## src/rtl/bas_pkg.sv

```systemverilog
`timescale 1ns/1ps
// Shared types of the burst address sequencer.
// Assumes: the burst order bit follows the mode pin (1 = linear).
package bas_pkg;
    typedef enum logic {
        ORD_INTERLEAVED = 1'b0,
        ORD_LINEAR      = 1'b1
    } burst_order_e;

    typedef enum logic [1:0] {
        ACT_HOLD  = 2'd0,
        ACT_LOAD  = 2'd1,
        ACT_DESEL = 2'd2,
        ACT_STEP  = 2'd3
    } seq_act_e;
endpackage

```

## src/rtl/bas_start_ctl.sv

```systemverilog
`timescale 1ns/1ps
// Decides the action of the current cycle from the strobes, the enables
// and the advance input.
// Assumes: the processor strobe is disregarded while ce_n is high; when it
// is taken, the controller strobe does not matter.
module bas_start_ctl
    import bas_pkg::*;
(
    input  logic     strobe_p,
    input  logic     strobe_c,
    input  logic     adv,
    input  logic     ce_n,
    input  logic     ce2,
    input  logic     ce3_n,
    input  logic     active,
    output seq_act_e act
);
    logic enables_ok;
    logic p_taken;

    // Purpose: qualify the enables and pick a load, a deselect, a step or a hold.
    always_comb begin
        enables_ok = !ce_n && ce2 && !ce3_n;
        p_taken    = strobe_p && !ce_n;
        if (p_taken || strobe_c) begin
            act = enables_ok ? ACT_LOAD : ACT_DESEL;
        end else if (adv && active) begin
            act = ACT_STEP;
        end else begin
            act = ACT_HOLD;
        end
    end
endmodule

```

## src/rtl/bas_beat_ctr.sv

```systemverilog
`timescale 1ns/1ps
// Holds the start low bits and the beat count, and forms the low address
// bits in linear or interleaved order.
// Assumes: the order input is steady for the length of a burst.
module bas_beat_ctr
    import bas_pkg::*;
#(
    parameter int LOW_W = 2
) (
    input  logic             clk,
    input  logic             rst_n,
    input  seq_act_e         act,
    input  logic [LOW_W-1:0] low_in,
    input  burst_order_e     order,
    output logic [LOW_W-1:0] low_out
);
    logic [LOW_W-1:0] start_q;
    logic [LOW_W-1:0] beat_q;
    logic [LOW_W-1:0] lin_low;
    logic [LOW_W-1:0] ilv_low;

    // Purpose: capture the start on a load, count beats on a step.
    always_ff @(posedge clk) begin
        if (!rst_n) begin
            start_q <= '0;
            beat_q  <= '0;
        end else if (act == ACT_LOAD) begin
            start_q <= low_in;
            beat_q  <= '0;
        end else if (act == ACT_STEP) begin
            beat_q  <= beat_q + 1'b1;
        end
    end

    // Interleaved order: each low bit is the start bit flipped by the beat bit.
    for (genvar i = 0; i < LOW_W; i++) begin : g_ilv
        assign ilv_low[i] = start_q[i] ^ beat_q[i];
    end

    // Purpose: linear order wraps inside the aligned group.
    always_comb lin_low = start_q + beat_q;

    // Purpose: choose the order the mode asks for.
    always_comb low_out = (order == ORD_LINEAR) ? lin_low : ilv_low;
endmodule

```

## src/rtl/bas_addr_reg.sv

```systemverilog
`timescale 1ns/1ps
// Holds the upper address bits and the access-valid flag.
// Assumes: the upper bits change only on a load.
module bas_addr_reg
    import bas_pkg::*;
#(
    parameter int ADDR_W = 20,
    parameter int LOW_W  = 2,
    localparam int UP_W  = ADDR_W - LOW_W
) (
    input  logic            clk,
    input  logic            rst_n,
    input  seq_act_e        act,
    input  logic [UP_W-1:0] up_in,
    output logic [UP_W-1:0] up_out,
    output logic            active
);
    // Purpose: load the upper bits and start or end an access.
    always_ff @(posedge clk) begin
        if (!rst_n) begin
            up_out <= '0;
            active <= 1'b0;
        end else if (act == ACT_LOAD) begin
            up_out <= up_in;
            active <= 1'b1;
        end else if (act == ACT_DESEL) begin
            active <= 1'b0;
        end
    end
endmodule

```

## src/rtl/burst_addr_seq.sv

```systemverilog
`timescale 1ns/1ps
// Top of the burst address sequencer. It loads an address on either strobe,
// steps the low bits on each advance and flags valid accesses.
// Assumes: all inputs are synchronous to clk; linear_mode is held steady
// within a burst.
module burst_addr_seq
    import bas_pkg::*;
#(
    parameter int ADDR_W = 20,
    parameter int LOW_W  = 2
) (
    input  logic              clk,
    input  logic              rst_n,
    input  logic [ADDR_W-1:0] addr_in,
    input  logic              strobe_p,
    input  logic              strobe_c,
    input  logic              adv,
    input  logic              ce_n,
    input  logic              ce2,
    input  logic              ce3_n,
    input  logic              linear_mode,
    output logic [ADDR_W-1:0] mem_addr,
    output logic              access_vld
);
    localparam int UP_W = ADDR_W - LOW_W;

    seq_act_e         act;
    logic [UP_W-1:0]  up_q;
    logic [LOW_W-1:0] low_q;
    burst_order_e     order;

    // Purpose: map the mode pin onto the order type.
    always_comb order = burst_order_e'(linear_mode);

    bas_start_ctl u_ctl (
        .strobe_p (strobe_p),
        .strobe_c (strobe_c),
        .adv      (adv),
        .ce_n     (ce_n),
        .ce2      (ce2),
        .ce3_n    (ce3_n),
        .active   (access_vld),
        .act      (act)
    );

    bas_beat_ctr #(.LOW_W(LOW_W)) u_beat (
        .clk     (clk),
        .rst_n   (rst_n),
        .act     (act),
        .low_in  (addr_in[LOW_W-1:0]),
        .order   (order),
        .low_out (low_q)
    );

    bas_addr_reg #(.ADDR_W(ADDR_W), .LOW_W(LOW_W)) u_areg (
        .clk    (clk),
        .rst_n  (rst_n),
        .act    (act),
        .up_in  (addr_in[ADDR_W-1:LOW_W]),
        .up_out (up_q),
        .active (access_vld)
    );

    // Purpose: join the upper and low parts into the array address.
    always_comb mem_addr = {up_q, low_q};
endmodule

```

## config.mk

```make
export PLATFORM = sky130hd
export DESIGN_NAME = burst_addr_seq
export DESIGN_NICKNAME = d
export VERILOG_FILES = /design/src/rtl/bas_pkg.sv /design/src/rtl/bas_start_ctl.sv /design/src/rtl/bas_beat_ctr.sv /design/src/rtl/bas_addr_reg.sv /design/src/rtl/burst_addr_seq.sv
export SDC_FILE = /design/constraint.sdc
export NUM_CORES = 1
export LEC_CHECK = 0
export ABC_AREA = 1
export ABC_CLOCK_PERIOD_IN_PS = 1900
export BUFFER_PORTS_ARGS = -buffer_cell sky130_fd_sc_hd__buf_2
export CORE_MARGIN = 3
export CORE_UTILIZATION = 47
export DETAILED_ROUTE_END_ITERATION = 16
export PLACE_DENSITY = 0.81
export SETUP_SLACK_MARGIN = 0.15
export SLEW_MARGIN = 10
export SYNTH_ARGS = -nofsm -noshare
export SYNTH_HDL_FRONTEND = slang
export SYNTH_SLANG_ARGS = --single-unit
export TNS_END_PERCENT = 1
```

## constraint.sdc

```tcl
create_clock -name clk -period 1.9 [get_ports clk]
set_input_delay 0.38 -clock clk [delete_from_list [all_inputs] [get_ports clk]]
set_output_delay 0.38 -clock clk [all_outputs]
set_load 0.01 [all_outputs]
```

### Yosys cells after proc, flatten, opt, wreduce, memory -nomap -nowiden

Index checks and enable logic that the tools add are counted.

* bits of input ports: 29
* output and inout port bits: 21
* word-level logic and storage cells: 27
* bits in registers: 23

* bitwise gates (word level): 3
* equal/unequal tests: 3
* reduce and logical (&&, ||, !) cells: 9
* mux-type cells: 6
* $add $sub $neg: 2

Operators by type and width (number)
* two-way mux 2 bit: 4
* equality test 2 bit (second input constant): 2
* logical AND 1 bit: 4
* adder 2 x 1 -> 2 bit (second input constant): 1
* adder 2 bit: 1
* equality test 2 x 1 -> 1 bit (second input constant): 1
* logical NOT 1 bit: 2
* two-way mux 1 bit: 2
* nonzero test 2 bit: 1
* OR reduction 2 bit: 1
* XOR 1 bit: 2
* logical OR 1 bit: 1
* NOT 1 bit: 1

### Depth between registers and ports, before layout

Gate-level depths: netlist (run 1).

* depth in word-level cells: 8
* mapped depth: 10
* mapped depth without buffers: 10

### Modules after synthesis

Synthesis (run 1) repeated with hierarchy kept, for this count alone.

* cells, all modules: 168
* area, all modules: 1097.3 µm²

Modules (own cells, without submodules)
* bas_addr_reg: instances 1, seq. area each 380.4 µm², cells each 123, area each 825.8 µm²
* bas_beat_ctr: instances 1, seq. area each 80.1 µm², cells each 31, area each 209.0 µm²
* bas_start_ctl: instances 1, seq. area each 0.0 µm², cells each 14, area each 62.6 µm²

### Worst setup path before layout (run 1)

OpenSTA, ideal clock, no wires.

* path type: input-to-reg
* start point: input port ce_n
* end point: register u_areg.up_out[0]
* data required time: 1.784 ns
* path buffers: 1
* setup time: 0.116 ns
* stages on the path: 9
* slack: 0.472 ns
* arrival time: 1.313 ns
* path through: inv_1 > nand2_1 > nand2_1 > nand2_1 > nand2_1 > ha_1 > buf_4 > o21ai_0 > nor2_1

* longest elaborated chain between the ends: 6
* elaborated cells on any way between the ends: 8
* those cells by class: 1 x eq/ne; 2 x mux; 5 x reduce/logical

Ends and longest elaborated chain
* from (decl): line burst_addr_seq.sv:18 `input logic ce_n,`
* logical NOT 1 bit *: line bas_start_ctl.sv:23, bas_start_ctl.sv:24
* logical AND 1 bit (2 in a row): line bas_start_ctl.sv:23 `enables_ok = !ce_n && ce2 && !ce3_n;`
* two-way mux 2 bit: line bas_start_ctl.sv:26 `act = enables_ok ? ACT_LOAD : ACT_DESEL;`
* two-way mux 2 bit *: line bas_start_ctl.sv:25 `if (p_taken || strobe_c) begin`
* equality test 2 x 1 -> 1 bit *: line bas_addr_reg.sv:23 `end else if (act == ACT_LOAD) begin`
* to (signal assigned): line bas_addr_reg.sv:24 `up_out <= up_in;`
* to (decl): line bas_addr_reg.sv:15 `output logic [UP_W-1:0] up_out,`

Every way passes the cells marked *; elsewhere a longest branch is shown, timed or not.
A chain may end at the register's enable or synchronous reset.

### Final worst setup path (run 1)

* start point: register u_beat.beat_q[0]
* end point: output port mem_addr[1]

* longest elaborated chain between the ends: 2

Ends and longest elaborated chain
* from (decl): line bas_beat_ctr.sv:18 `logic [LOW_W-1:0] beat_q;`
* from (signal assigned): line bas_beat_ctr.sv:31 `beat_q <= beat_q + 1'b1;`
* adder 2 bit: line bas_beat_ctr.sv:41 `always_comb lin_low = start_q + beat_q;`
* two-way mux 2 bit: line bas_beat_ctr.sv:44 `always_comb low_out = (order == ORD_LINEAR) ? lin_low : ilv_low;`
* to (decl): line burst_addr_seq.sv:22 `output logic [ADDR_W-1:0] mem_addr,`

Every way passes these cells.

==> qor.csv, run 1 <==
stage,metric,value,unit
worst_hold_path,hold_sp,addr_in[18],
worst_setup_path,number of buffers and inverters on the critical path,3,
floorplan,Die ar.,2701,um^2
floorplan,core area,1982,um^2
drt,Iter 0 DRT Violations,9,
place,pre-CTS WS,0.1873,ns
clocking,Num CTS Buffers,3,
final_layout,share of layout cells above drive strength 1,0.3536,
logic_synthesis,Yosys reg bits,23,
final_layout,most frequent cells in the layout,"buf_2 (49), nor2_1 (40), dfxtp_1 (21), o21ai_0 (20), nand2_1 (16)",
global_routing,vias in the first global route,956,
sta,final setup violation count,0,
drt,Residual DRC,0,
power_and_ir_drop,Leak,0.7251,nW
worst_setup_path,R2R cell count,7,
power_and_ir_drop,pwr dens,674.3,nW/um^2
worst_setup_path,crit path max fanout,2,
logic_synthesis,YS warnings,0,
floorplan,Die W,51.98,um
worst_setup_path,Critical Path Sink Type,output port,
logic_synthesis,Synth cell types,20,
logic_synthesis,"Avg Cell Area, Syn",7.526,um^2
drt,via count,994,
sta,Fmax,621.5,MHz
sta,RSZ-0062 raised after global routing,no,
worst_setup_path,Reg2Reg Capture Point,u_beat.start_q[1],
drt,routed len/inst,10.50,um
worst_setup_path,reg-to-reg startpoint,u_areg.active,
worst_setup_path,CP Cell Sequence,"ha_1, nand2_1, inv_1, nand3_1, nand2_1, inv_1, buf_2",
drt,drt pass-1 iters,4,
clocking,cts hold-fix bufs,0,
final_layout,"most common cell after layout, fill and taps aside",buf_2,
worst_setup_path,Startpoint Class,register,
drt,post-detailed-route count of antenna-violating nets,0,
logic_synthesis,Synth Net Count,165,
global_routing,first-pass GRT wire length,3732,um
worst_hold_path,hold path cells,3,
logic_synthesis,mapped cell area,993.5,um^2
clocking,clock-pin transition on the worst setup and hold timing paths,0.13,ns
floorplan,Die Span Y,51.98,um
global_routing,all-layer global routing usage,0.1820,
drt,final wirelength,2184,um
global_routing,maximum number of pins on one net before global-route repair,23,
worst_setup_path,Slowest cell on crit path,dfxtp_2,
sta,Final Hold Violating Endpoints,0,
worst_setup_path,Crit path required time,1.52,ns
worst_setup_path,Setup CP Type,register to output port,
final_layout,fin nets,215,
power_and_ir_drop,Worst VDD drop,405.2,uV
clocking,Bufs on Longest Clock Path,2,
sta,clock period minus worst slack,1.609,ns
worst_setup_path,Reg2Reg Setup Slack,0.49,ns
final_layout,Antenna Diode Count,0,
clocking,H-tree depth,1,
place,port bufs,49,
sta,worst setup margin,0.2911,ns
job,max-cap viol count,0,
clocking,TritonCTS clock tree,yes,
floorplan,I/O Pins,50,
sta,setup TNS,0,ns
sta,Final Cycle Share,0.8468,
worst_setup_path,critical path's top delay family,flip-flops,
logic_synthesis,sequential fraction of the synthesis area,0.4635,
worst_hold_path,Worst Hold Endpoint,u_areg.up_out[16],
place,Post-DP HPWL,1689,um
logic_synthesis,Mapped Cells,132,
sta,Clock Skew,0.004095,ns
sta,slew margin rel.,0.7701,
final_layout,Layout area overhead,27.96,%
global_routing,gr ovfl total,0,
logic_synthesis,Synth area leaders,"dfxtp_1 (46%), nor2_1 (15%), o21ai_0 (10%)",
floorplan,Initial Utilization,0.5013,
sta,actual slew at the worst max-slew pin,0.3444,ns
logic_synthesis,leading area contributor after synthesis,dfxtp_1,
clocking,CTS root buffer,clkbuf_4,
clocking,CTS sink count,23,
place,GP Congestion,0.7266,
global_routing,antenna violations before repair,0,
floorplan,Core Rows,16,
status,outcome,"finished, final reports clean",
sta,fin. max-slew vios,0,
worst_setup_path,WP data arrival,1.23,ns
worst_hold_path,type of the most critical hold path,input pin to register,
logic_synthesis,Yosys top cell area share,0.4635,
worst_setup_path,CP max stage delay,0.34,ns
clocking,clock latency at the later pin of the worst-skew pair,0.31,ns
drt,Vias/cell,4.779,
worst max path at each step:
stage,from,to,cells after the start
after floorplan,ce_n,u_areg.up_out[0],9
after global placement,ce_n,u_beat.start_q[1],10
after detailed placement,ce_n,u_beat.start_q[1],10
after CTS,u_beat.beat_q[0],mem_addr[1],7
after global routing,u_beat.beat_q[0],mem_addr[1],7
final,u_beat.beat_q[0],mem_addr[1],7
state kept, by name (all words and copies together) (netlist names):
name / cells
u_areg.up_out: 18
u_beat.beat_q: 2
u_beat.start_q: 2
u_areg.active: 1
power breakdown:
part | switching [W] | internal [W] | leakage [nW]
Combinational | 0.0000660 | 0.0000554 | 0.520
Clock | 0.000144 | 0.0000786 | 0.0177
Sequential | 0.0000107 | 0.000502 | 0.187
Total | 0.000221 | 0.000636 | 0.725
synthesized netlist by cell type:
cell type / instances
a21oi_1: 1
a21oi_2: 1
buf_2: 1
buf_4: 3
buf_6: 1
clkbuf_4: 1
dfxtp_1: 23
ha_1: 4
inv_1: 9
inv_2: 1
nand2_1: 16
nand3_1: 3
nand3b_1: 1
nand4_1: 1
nor2_1: 40
nor2_2: 2
nor2_4: 1
o21ai_0: 20
o21ai_1: 1
o21ai_2: 2
per-stage QoR:
stage	cell area [um^2]	util	power (W)	instances	hold WS (ns)
after CTS	1261	0.6364	0.0008655	207	0.2724
final	1271	0.6414	0.0008571	208	0.2816
after floorplan	993.5	-	0.0005899	132	0.4669
after global placement	1234	0.6225	0.0006394	203	0.4707
after global routing	1271	0.6414	0.0009090	208	0.2750
after detailed placement	1234	0.6225	0.0006451	203	0.4813
worst reg2reg max path: stages (launching register included):
cell     delay (ns)
dfxtp_1        0.40
nand2_1        0.06
nand3_1        0.08
nand2_1        0.08
ha_1           0.22
inv_2          0.28
o21ai_1        0.12
a21oi_2        0.11
layer usage:
metal	global-route usage	wire length [um]
met1	0.2081	907
met2	0.3138	1113
met3	0.04298	129
met4	0.08734	34
met5	0	0
cell families (layout without fill, tap and decap cells):
kind of cell | count (synthesis) | count (layout) | share of synthesized area
simple gates | 64 | 64 | 0.2645
compound gates | 25 | 25 | 0.1373
flops | 23 | 23 | 0.4635
buf+inv | 16 | 65 | 0.08437
fa+ha+maj | 4 | 4 | 0.05038
timing repair:
action	4_1_cts	5_1_grt
buffers inserted	0	1
gates resized for setup	0	2
setup endpoints to repair	0	1
endpoints found under the hold margin	0	0
area by class of cell:
cell class	instances	area, um^2
fillers	186	710.7
flip-flops and latches	23	462.9
multi-input cells	93	449.2
repair buffers	51	260.3
inverters	10	37.54
well taps	27	33.78
clock buffers	3	22.52
clock inverters	1	5.005
Power figures use the tool's default switching activity.
==> inputs of run 2 (changes only) <==
- ABC_AREA: 1 -> 0
- ABC_CLOCK_PERIOD_IN_PS: 1900 -> 1440
- CORE_UTILIZATION: 47 -> 40
- PLACE_DENSITY: 0.81 -> 0.73
- clock period: 1.9 -> 1.44 ns (I/O delays scaled with it)
==> run 2 against run 1 <==
Net effect: the run now ends with setup timing left; flip-flop and latch count stayed put; sequential power is 27% higher; utilization is 2.3 points lower; synthesized cell count is 31% lower; worst setup slack worse by 0.33 ns; highest routed layer unchanged.
==> qor.csv, run 2 <==
stage,metric,value,unit,change
drt,final wirelength,2224,um,+1.8%
power_and_ir_drop,pwr dens,774.0,nW/um^2,+15%
logic_synthesis,Yosys top cell area share,0.4477,,-0.01579
logic_synthesis,YS warnings,0,,unchanged
drt,routed len/inst,12.93,um,+23%
place,Post-DP HPWL,1602,um,-5.2%
drt,post-detailed-route count of antenna-violating nets,0,,unchanged
clocking,CTS root buffer,clkbuf_4,,
final_layout,fin nets,178,,-17%
clocking,Num CTS Buffers,3,,unchanged
floorplan,Core Rows,17,,+1
drt,Vias/cell,4.657,,-2.6%
status,failing checks,setup timing,,
final_layout,share of layout cells above drive strength 1,0.5139,,+0.1603
final_layout,cell area after layout,1433,um^2,+13%
final_layout,most frequent cells in the layout,"buf_2 (46), mux2i_1 (21), nor2b_1 (20), dfxtp_1 (18)",,
worst_setup_path,CP Cell Sequence,"xor2_2, xnor2_2, buf_2",,
logic_synthesis,mapped cell area,1028,um^2,+3.5%
logic_synthesis,Post-synth top cells,"dfxtp_1 (23), mux2i_1 (21), nor2b_1 (20)",,
final_layout,# fillers,202,,+8.6%
logic_synthesis,Synth area leaders,"dfxtp_1 (45%), mux2i_1 (20%), nor2b_1 (12%)",,
clocking,CTS sink count,23,,unchanged
worst_setup_path,WP data arrival,1.19,ns,-0.04 ns
sta,Clock Skew,0.004376,ns,+0.0002812 ns
worst_setup_path,Setup CP Type,register to output port,,
global_routing,gr ovfl total,0,,unchanged
logic_synthesis,leading area contributor after synthesis,dfxtp_1,,
worst_setup_path,Reg2Reg Setup Slack,0.08,ns,-0.41 ns
clocking,clock latency at the later pin of the worst-skew pair,0.31,ns,about the same
floorplan,Die W,56.71,um,+9.1%
logic_synthesis,most frequent cell after synthesis,dfxtp_1,,
logic_synthesis,Yosys reg bits,23,,unchanged
sta,clock period minus worst slack,1.482,ns,
power_and_ir_drop,Leak,0.6317,nW,-13%
final_layout,post-route insts no fill,172,,-17%
final_layout,"most common cell after layout, fill and taps aside",buf_2,,
power_and_ir_drop,Worst VDD drop,664.4,uV,+64%
final_layout,Biggest register,u_areg.up_out,,
drt,Iter 0 DRT Violations,8,,-1
global_routing,all-layer global routing usage,0.1408,,-0.04122
job,max-cap viol count,0,,unchanged
place,GP Congestion,0.6471,,-11%
global_routing,antenna violations before repair,0,,unchanged
final_layout,max reg flops,18,,unchanged
floorplan,core area,2318,um^2,+17%
global_routing,vias in the first global route,768,,-20%
sta,final setup violation count,1,,+1
clocking,clock-pin transition on the worst setup and hold timing paths,0.13,ns,about the same
sta,actual slew at the worst max-slew pin,0.3122,ns,-0.03223 ns
worst_setup_path,Reg2Reg Capture Point,u_areg.active,,
floorplan,Die ar.,3215,um^2,+19%
sta,final hold slack,0.2269,ns,-0.05468 ns
worst_setup_path,Startpoint Class,register,,
clocking,H-tree depth,1,,unchanged
logic_synthesis,Synth Net Count,124,,-25%
sta,fin. max-slew vios,0,,unchanged
worst_setup_path,crit path max fanout,2,,unchanged
global_routing,first-pass GRT wire length,3491,um,-6.5%
place,area of placed instances,1321,um^2,+7.1%
worst_setup_path,CP max stage delay,0.39,ns,+0.05 ns
clocking,Bufs on Longest Clock Path,2,,unchanged
sta,Fmax,675.0,MHz,
drt,Residual DRC,0,,unchanged
place,Post-Place Cells,166,,-18%
logic_synthesis,sequential fraction of the synthesis area,0.4477,,-0.01579
power_and_ir_drop,final total power,0.001109,W,+29%
worst_setup_path,reg-to-reg startpoint,u_areg.active,,
floorplan,Initial Utilization,0.4436,,-0.05766
final_layout,Antenna Diode Count,0,,unchanged
logic_synthesis,Synth Flop Type,dfxtp_1,,
sta,slew margin rel.,0.7919,,+0.02182
logic_synthesis,Mapped Cells,91,,-31%
logic_synthesis,"Async S/R FF share, synth",0,,unchanged
worst_hold_path,hold path cells,3,,unchanged
floorplan,I/O Pins,50,,unchanged
logic_synthesis,Synth cell types,18,,-10%
worst_setup_path,Crit path required time,1.15,ns,-0.37 ns
place,port bufs,49,,unchanged
final_layout,biggest regs,"u_areg.up_out (18), u_beat.beat_q (2), u_beat.start_q (2)",,
worst_hold_path,type of the most critical hold path,input pin to register,,
clocking,cts hold-fix bufs,0,,unchanged
worst_setup_path,Critical Path Sink Type,output port,,
sta,Final Hold Violating Endpoints,0,,unchanged
logic_synthesis,number of synthesized flops with an enable pin,0,,unchanged
final_layout,Layout area overhead,39.29,%,
status,outcome,"finished, violations left",,
worst_setup_path,Slowest cell on crit path,dfxtp_2,,
sta,RSZ-0062 raised after global routing,yes,,
sta,setup TNS,-0.04156,ns,-0.04156 ns
clocking,TritonCTS clock tree,yes,,
worst_setup_path,R2R cell count,5,,-2
sta,worst setup margin,-0.04156,ns,-0.3326 ns
logic_synthesis,"Avg Cell Area, Syn",11.30,um^2,+50%
worst_hold_path,hold_sp,addr_in[9],,
floorplan,Die Span Y,56.71,um,+9.1%
global_routing,maximum number of pins on one net before global-route repair,23,,unchanged
sta,Final Cycle Share,1.029,,
drt,drt pass-1 iters,4,,unchanged
drt,via count,801,,-19%
worst_hold_path,Worst Hold Endpoint,u_areg.up_out[7],,
run 2: cell count changes after synthesis, moves of 3 or more:
cell and delta:
o21ai_0 -20, nand3_1 -3, nand2_1 -13, nor2b_1 +20
nor2_1 -37, buf_4 -3, inv_1 -8, mux2i_1 +21
run 2: final cells by class:
cell class | instances | area (um^2) | share of cell area
Clock inverter | 1 | 5.005 | 0.003493
Sequential cell | 23 | 471.7 | 0.3293
Clock buffer | 3 | 22.52 | 0.01572
Timing Repair Buffer | 54 | 330.3 | 0.2306
Multi-Input combinational cell | 62 | 564.3 | 0.3939
Inverter | 1 | 3.754 | 0.002620
Tap cell | 28 | 35.03 | 0.02445
run 2: repair_timing:
action                     CTS  global route
setup endpoints to repair   25            25
pin swaps                    7             8
setup buffers                1             1
gates resized for setup     13             5
run 2: worst max-delay path, delay by kind of cell, from the launching register on:
kind,cells,cell delay [ns]
buf+inv,1,0.14
xor+xnor,2,0.35
flops,1,0.39
run 2: per-layer routing:
metal | up-vias | routed length [um] | GRT usage
met3 | 2 | 166 | 0.05057
li1 | 405 | - | -
met1 | 363 | 880 | 0.1560
met2 | 31 | 1163 | 0.2442
met4 | 0 | 13 | 0.05085
met5 | - | 0 | 0
run 2: worst max-delay path by stage:
stage	slack (ns)	cells after the start	start	end
floorplan	-0.02	7	ce3_n	u_areg.up_out[13]
global placement	-0.13	7	ce3_n	u_areg.up_out[10]
detailed placement	-0.23	7	ce3_n	u_areg.up_out[15]
CTS	-0.03	4	u_beat.start_q[0]	mem_addr[1]
global route	-0.09	3	u_beat.beat_q[1]	mem_addr[1]
finish	-0.04	3	u_beat.beat_q[1]	mem_addr[1]
run 2: power by group:
part	switching [W]	internal [W]	total, W	leakage [nW]
sequential	0.00000775	0.000646	0.000653	0.189
combinational	0.0000628	0.0000908	0.000154	0.425
clock	0.000198	0.000104	0.000302	0.0177
total	0.000269	0.000840	0.00111	0.632
run 2: stage by stage:
stage / setup slack [ns] / util
3_5_place_dp: -0.2314 / 0.5699
3_3_place_gp: -0.1350 / 0.5699
4_1_cts: -0.02538 / 0.6055
5_1_grt: -0.08940 / 0.6179
6_report: -0.04156 / 0.6179
2_1_floorplan: -0.01857 / -
run 2: logic make-up after synthesis:
group	synth area share
buf+inv	0.06083
mux	0.2044
simple gates	0.1788
compound gates	0.02555
fa+ha+maj	0.04866
xor+xnor	0.03407
flops	0.4477
